### config.mk
export PLATFORM = sky130hd
export DESIGN_NAME = sof_frame_watch
export DESIGN_NICKNAME = d
export VERILOG_FILES = /design/src/rtl/sof_mon_pkg.sv /design/src/rtl/sof_wd_timer.sv /design/src/rtl/sof_frame_track.sv /design/src/rtl/sof_flag_bank.sv /design/src/rtl/sof_frame_watch.sv
export SDC_FILE = /design/constraint.sdc
export NUM_CORES = 1
export LEC_CHECK = 0
export ABC_AREA = 1
export BUFFER_PORTS_ARGS = -buffer_cell sky130_fd_sc_hd__clkbuf_2
export CORE_ASPECT_RATIO = 0.6
export CORE_UTILIZATION = 45
export DETAILED_ROUTE_END_ITERATION = 7
export PLACE_DENSITY = 0.68
export SKIP_CTS_REPAIR_TIMING = 1
export SLEW_MARGIN = 20
export SYNTH_ARGS = -nofsm -noshare
export SYNTH_HDL_FRONTEND = slang
export SYNTH_SLANG_ARGS = --single-unit
### constraint.sdc
create_clock -name clk -period 1.7 [get_ports clk]
set_clock_uncertainty 0.05 [all_clocks]
set_input_delay 0.255 -clock clk [delete_from_list [all_inputs] [get_ports clk]]
set_output_delay 0.255 -clock clk [all_outputs]
set_load 0.02 [all_outputs]
### src/rtl/sof_mon_pkg.sv
// Shared constants for the SOF timing monitor: field widths and flag bit positions.
package sof_mon_pkg;
    localparam int FN_W      = 11;  // USB frame number width
    localparam int NUM_FLAGS = 3;   // number of sticky flags
    localparam int FLG_SOF   = 0;   // real SOF seen
    localparam int FLG_MATCH = 1;   // frame number equals watched value
    localparam int FLG_ART   = 2;   // synthetic SOF produced
endpackage

### src/rtl/sof_wd_timer.sv
// Frame watchdog timer. Counts clock edges since the last real or synthetic SOF.
// It fires art_fire in the cycle whose closing edge is the LIMIT-th one.
// Assumes sof_valid is a single-cycle pulse. The timer is idle until the first real SOF.
module sof_wd_timer #(
    parameter int FRAME_CYCLES = 48000,
    parameter int TOL_CYCLES   = 24
) (
    input  logic clk,
    input  logic rst_n,
    input  logic sof_valid,
    output logic art_fire
);
    localparam int LIMIT = FRAME_CYCLES + TOL_CYCLES;
    localparam int CW    = $clog2(LIMIT + 1);
    localparam logic [CW-1:0] LAST = CW'(LIMIT - 1);

    logic [CW-1:0] count;
    logic          armed;

    // Expiry: armed, count at its last value, and no real SOF in the same cycle.
    assign art_fire = armed && !sof_valid && (count == LAST);

    // Counter and arm state: a real SOF restarts and arms; expiry wraps to zero.
    always_ff @(posedge clk) begin
        if (!rst_n) begin
            count <= '0;
            armed <= 1'b0;
        end else if (sof_valid) begin
            count <= '0;
            armed <= 1'b1;
        end else if (armed) begin
            count <= art_fire ? '0 : count + 1'b1;
        end
    end

    assert_count_range_R3: assert property (@(posedge clk) disable iff (!rst_n)
        count <= LAST);
    assert_restart_on_sof_R9: assert property (@(posedge clk) disable iff (!rst_n)
        sof_valid |=> (count == '0) && armed);
    assert_idle_unarmed_R7: assert property (@(posedge clk) disable iff (!rst_n)
        !armed |=> (count == '0));
endmodule

### src/rtl/sof_frame_track.sv
// Local frame number keeper and match comparator. It loads the received number
// on a real SOF and increments modulo 2^FN_W on a synthetic SOF. match_hit flags
// the number that becomes current at this edge.
module sof_frame_track
    import sof_mon_pkg::*;
(
    input  logic            clk,
    input  logic            rst_n,
    input  logic            sof_valid,
    input  logic [FN_W-1:0] sof_frame,
    input  logic            art_fire,
    input  logic [FN_W-1:0] match_frame,
    output logic [FN_W-1:0] frame_now,
    output logic            match_hit
);
    logic [FN_W-1:0] frame_q;
    logic [FN_W-1:0] frame_inc;

    assign frame_inc = frame_q + 1'b1;
    assign frame_now = frame_q;

    // Compare whichever number is about to become current.
    always_comb begin
        if (sof_valid)     match_hit = (sof_frame == match_frame);
        else if (art_fire) match_hit = (frame_inc == match_frame);
        else               match_hit = 1'b0;
    end

    // Frame register: load on real SOF, step on synthetic SOF.
    always_ff @(posedge clk) begin
        if (!rst_n)         frame_q <= '0;
        else if (sof_valid) frame_q <= sof_frame;
        else if (art_fire)  frame_q <= frame_inc;
    end

    assert_wrap_R4: assert property (@(posedge clk) disable iff (!rst_n)
        (art_fire && !sof_valid && (frame_q == {FN_W{1'b1}})) |=> (frame_q == '0));
    assert_load_R4: assert property (@(posedge clk) disable iff (!rst_n)
        sof_valid |=> (frame_q == $past(sof_frame)));
endmodule

### src/rtl/sof_flag_bank.sv
// Sticky flag register bank with write-one-to-clear and per-bit mask.
// A set at the same edge as a clear wins. irq is the masked OR of the flags.
module sof_flag_bank #(
    parameter int N = 3
) (
    input  logic         clk,
    input  logic         rst_n,
    input  logic [N-1:0] set_ev,
    input  logic [N-1:0] clr,
    input  logic [N-1:0] mask,
    output logic [N-1:0] status,
    output logic         irq
);
    // Masked interrupt request.
    assign irq = |(status & mask);

    for (genvar i = 0; i < N; i++) begin : g_flag
        // One sticky bit: set dominates clear, otherwise hold.
        always_ff @(posedge clk) begin
            if (!rst_n)         status[i] <= 1'b0;
            else if (set_ev[i]) status[i] <= 1'b1;
            else if (clr[i])    status[i] <= 1'b0;
        end

        assert_set_wins_R5: assert property (@(posedge clk) disable iff (!rst_n)
            set_ev[i] |=> status[i]);
        assert_sticky_R5: assert property (@(posedge clk) disable iff (!rst_n)
            (status[i] && !clr[i]) |=> status[i]);
        assert_clear_R5: assert property (@(posedge clk) disable iff (!rst_n)
            (clr[i] && !set_ev[i]) |=> !status[i]);
    end
endmodule

### src/rtl/sof_frame_watch.sv
// Top level of the SOF timing monitor. It connects the watchdog timer, the frame
// tracker and the flag bank. Assumes sof_valid comes from an upstream decoder that
// has already validated the token. All events register on the next edge.
module sof_frame_watch
    import sof_mon_pkg::*;
#(
    parameter int FRAME_CYCLES = 48000,
    parameter int TOL_CYCLES   = 24
) (
    input  logic                 clk,
    input  logic                 rst_n,
    input  logic                 sof_valid,
    input  logic [FN_W-1:0]      sof_frame,
    input  logic [FN_W-1:0]      match_frame,
    input  logic [NUM_FLAGS-1:0] irq_mask,
    input  logic [NUM_FLAGS-1:0] status_clr,
    output logic [NUM_FLAGS-1:0] status,
    output logic                 irq,
    output logic [FN_W-1:0]      frame_now,
    output logic                 art_sof
);
    logic                 art_fire;
    logic                 match_hit;
    logic [NUM_FLAGS-1:0] set_ev;

    sof_wd_timer #(.FRAME_CYCLES(FRAME_CYCLES), .TOL_CYCLES(TOL_CYCLES)) u_timer (
        .clk(clk), .rst_n(rst_n), .sof_valid(sof_valid), .art_fire(art_fire)
    );

    sof_frame_track u_track (
        .clk(clk), .rst_n(rst_n), .sof_valid(sof_valid), .sof_frame(sof_frame),
        .art_fire(art_fire), .match_frame(match_frame),
        .frame_now(frame_now), .match_hit(match_hit)
    );

    // Gather the per-flag set events.
    always_comb begin
        set_ev            = '0;
        set_ev[FLG_SOF]   = sof_valid;
        set_ev[FLG_MATCH] = match_hit;
        set_ev[FLG_ART]   = art_fire;
    end

    sof_flag_bank #(.N(NUM_FLAGS)) u_flags (
        .clk(clk), .rst_n(rst_n), .set_ev(set_ev), .clr(status_clr),
        .mask(irq_mask), .status(status), .irq(irq)
    );

    assign art_sof = art_fire;

    assert_art_single_R3: assert property (@(posedge clk) disable iff (!rst_n)
        art_sof |=> !art_sof);
    assert_art_flag_R3: assert property (@(posedge clk) disable iff (!rst_n)
        art_sof |=> status[FLG_ART]);
    assert_sof_flag_R1: assert property (@(posedge clk) disable iff (!rst_n)
        sof_valid |=> status[FLG_SOF]);
    assert_no_art_with_sof_R9: assert property (@(posedge clk) disable iff (!rst_n)
        sof_valid |-> !art_sof);
endmodule

==> flow_summary_export.csv <==
group,metric,value,unit
timing,holdWs,0.154,ns
hold_path,holdCritPathClass,"in2reg",
clock_tree,tritoncts,"yes",
detailed_routing,routed-via-count,2433,
grt,wire_length_of_the_first_global_routing_pass,9.92,mm
detailed_routing,drcViolationCount,0,
run_status,result_of_the_run,"complete, but fails checks",
grt,gr-total-overflow,0,
run_status,violations,"setup timing",
detailed_routing,drt_wl_total,6.69,mm
power,leakagePower,1.27,nW
floorplan,dieArea,4930,sq um
power,cell_area_power_density,662,nW/um^2
placement,port_buffers,46,
floorplan,core_area,4280,sq um
cells_and_area,antennaDiodeCount,0,
critical_path,cp_max_fo,3,
yosys,post_synthesis_instance_area,2090,sq um
clock_tree,htreeDepth,2,
timing,finalSetupViolations,1,
yosys,post_synth_main_area_contributors,"dfxtp_1 (30%), nand2_1 (16%), inv_1 (6.6%), nor2_1 (6.6%), a21oi_1 (5.5%)",
yosys,syn-num-nets,356,
timing,timing.slew.headroom,75.4,%
grt,globalRouteTotalUtil,27.3,%
cells_and_area,fraction_of_layout_cells_with_a_size_suffix_above_1,32.3,%
clock_tree,cts_inserted_buffers,5,
yosys,post_synth_inst_count,323,
timing,fmax,567,MHz
detailed_routing,ant_nets,0,
placement,numPlacedInstances,446,
critical_path,crit_path_start_kind,"flip-flop",
hold_path,hold_depth,4,
floorplan,fp.dieW,90.0,um
critical_path,worst-endpoint-arrival,1.46,ns
yosys,synth_area_leader_cell,"dfxtp_1",
clock_tree,clk_latency,0.29,ns
clock_tree,ctsRootBufferMaster,"clkbuf_8",
yosys,synth_enable_flop_cells,0,
cells_and_area,layout.cells.non_filler,459,
power,vdd_ir_drop_max,0.400,mV
grt,grt_antenna_before_repair,0,
floorplan,initial_standard_cell_utilization_of_the_core,48.8,%
detailed_routing,drt_iter0_drc,202,
detailed_routing,detail_route.wl_per_cell,14.6,um
critical_path,setup.worst_path.class,"reg2out",
critical_path,ff2ff_path_depth,12,
cells_and_area,postLayoutCoreUtil,66.0,%
floorplan,chip_height,54.8,um
cells_and_area,area.growth.synth_to_final,35.2,%
grt,grt_start_max_net_pins,13,
clock_tree,clock_sink_count,31,
detailed_routing,vias_per_cell,5.30,
grt,grt_pass1_vias,2003,
yosys,synth_common_cells,"nand2_1 (91), inv_1 (37), nor2_1 (37)",
timing,timing_worst_slew_pin_value,0.366,ns
yosys,unique_masters_post_synth,41,
timing,final_period_minus_worst_setup_slack,1.76,ns
timing,report.final.hold_viol_count,0,
timing,setup_repair_after_global_routing_missed_its_margin,"yes",
timing,finalSetupTns,-0.0622,ns
flow_run,cap_viol_max_count,0,
detailed_routing,firstDrtPassIters,8,
yosys,synth.top_cell.area_share,29.7,%
floorplan,std_cell_rows,18,
timing,fin_crit_sh,104,%
clock_tree,clk_path_buf_depth,2,
critical_path,crit_path_end_kind,"output port",
cells_and_area,nets,431,
timing,report.final.slew_viol_count,0,
yosys,ys.flop_type,"dfxtp_1",
yosys,synth.yosys.seq_area_share,29.7,%
critical_path,timing.critical_path.required,1.39,ns
yosys,ff_latch_count_synth,31,
timing,fin_ws,-0.0622,ns
yosys,synth_most_common_cell,"nand2_1",
yosys,async_flop_share,0,%
yosys,ys.warnings.count,0,
placement,dpl.hpwl,4.88,mm
placement,gpl.final_weighted_congestion,0.887,
floorplan,pin_count,47,
clock_tree,path_clk_slew,0.07,ns
yosys,syn-mean-instance-area,6.47,sq um
[per-stage QoR]
stage / setup slack, ns / power [mW] / instance area, sq um
global route: -0.0992 / 1.94 / 2830
CTS: -0.213 / 1.85 / 2650
finish: -0.0622 / 1.87 / 2830
global placement: 0.0636 / 1.08 / 2530
floorplan: 0.0241 / 0.948 / 2090
detailed placement: 0.0296 / 1.08 / 2530
[area by class of cell]
cell class	instances	area, sq um
flip-flops and latches	31	637
fillers	376	1450
clock buffers	6	82.6
multi-input cells	244	1380
well taps	60	75.1
inverters	46	183
repair buffers	70	437
clock inverters	2	35.0
[layout by cell type (no fill, tap or decap), types with 2 or more instances in the layout]
master    count
o211ai_1      2
nand2_2       3
a221oi_1      2
o21ai_1       2
nor3_1        7
inv_2         8
nand3_1      22
dfxtp_1      20
buf_4        21
xnor2_1       4
nor2_4        5
nor2_2        4
dfxtp_2      10
clkbuf_2     45
clkbuf_8      6
buf_6         3
o221ai_1      2
o21ai_2       2
nor3_2        2
ha_4          2
xor2_1        7
o21ai_0       3
inv_1        36
nand2_1      90
o22ai_1       2
a21oi_1      23
nor4_1        2
nor2_1       33
nand3_4       2
nand4_1       5
nand2_4       2
nand3b_1      2
[flip-flops by register name (all words and copies together), names as in the netlist]
name               flops
u_flags.status         3
u_track.frame_now     11
u_timer.armed          1
u_timer.count         16
[layer usage]
| metal | share of wire [%] | vias to the layer above | global-route usage, % |
|---|---|---|---|
| met5 | 0 | - | 0 |
| met4 | 1.4 | 0 | 10.2 |
| met3 | 12 | 13 | 7.22 |
| met2 | 38 | 137 | 34.6 |
| met1 | 48 | 1086 | 42.1 |
| li1 | - | 1197 | - |
[cell families after synthesis]
| kind of cell | count (synthesis) | share of synthesized area [%] |
|---|---|---|
| buffers and inverters | 48 | 8.62 |
| adder cells (fa/ha/maj) | 2 | 1.20 |
| AND/OR/NAND/NOR | 186 | 42.2 |
| flip-flops | 31 | 29.7 |
| XOR/XNOR | 12 | 5.69 |
| AO/OA/AOI/OAI | 44 | 12.6 |
[power by group]
group          total [mW]  internal (mW)  switching (mW)
logic               0.310          0.124           0.186
clock network       0.785          0.474           0.311
registers           0.777          0.748          0.0282
[path summary, 6_finish.rpt]
kind,slack (ns),to,start
setup / recovery,-0.06,art_sof,u_timer.count[1]$_SDFFE_PP0P_
hold / removal,0.15,u_flags.status[0]$_SDFFE_PN0P_,status_clr[0]
setup reg to reg,0.07,u_track.frame_now[9]$_SDFFE_PN0P_,u_timer.count[1]$_SDFFE_PP0P_
hold reg to reg,0.44,u_flags.status[0]$_SDFFE_PN0P_,u_flags.status[0]$_SDFFE_PN0P_
[critical path, stage by stage, from the launching register on]
cell and delay [ns]:
dfxtp_2 0.35, ha_4 0.15, nand3_4 0.10, inv_4 0.08, nand3_4 0.09, nor2_8 0.14
buf_6 0.12, buf_6 0.11
No activity file was read; power rests on OpenSTA's default activity.
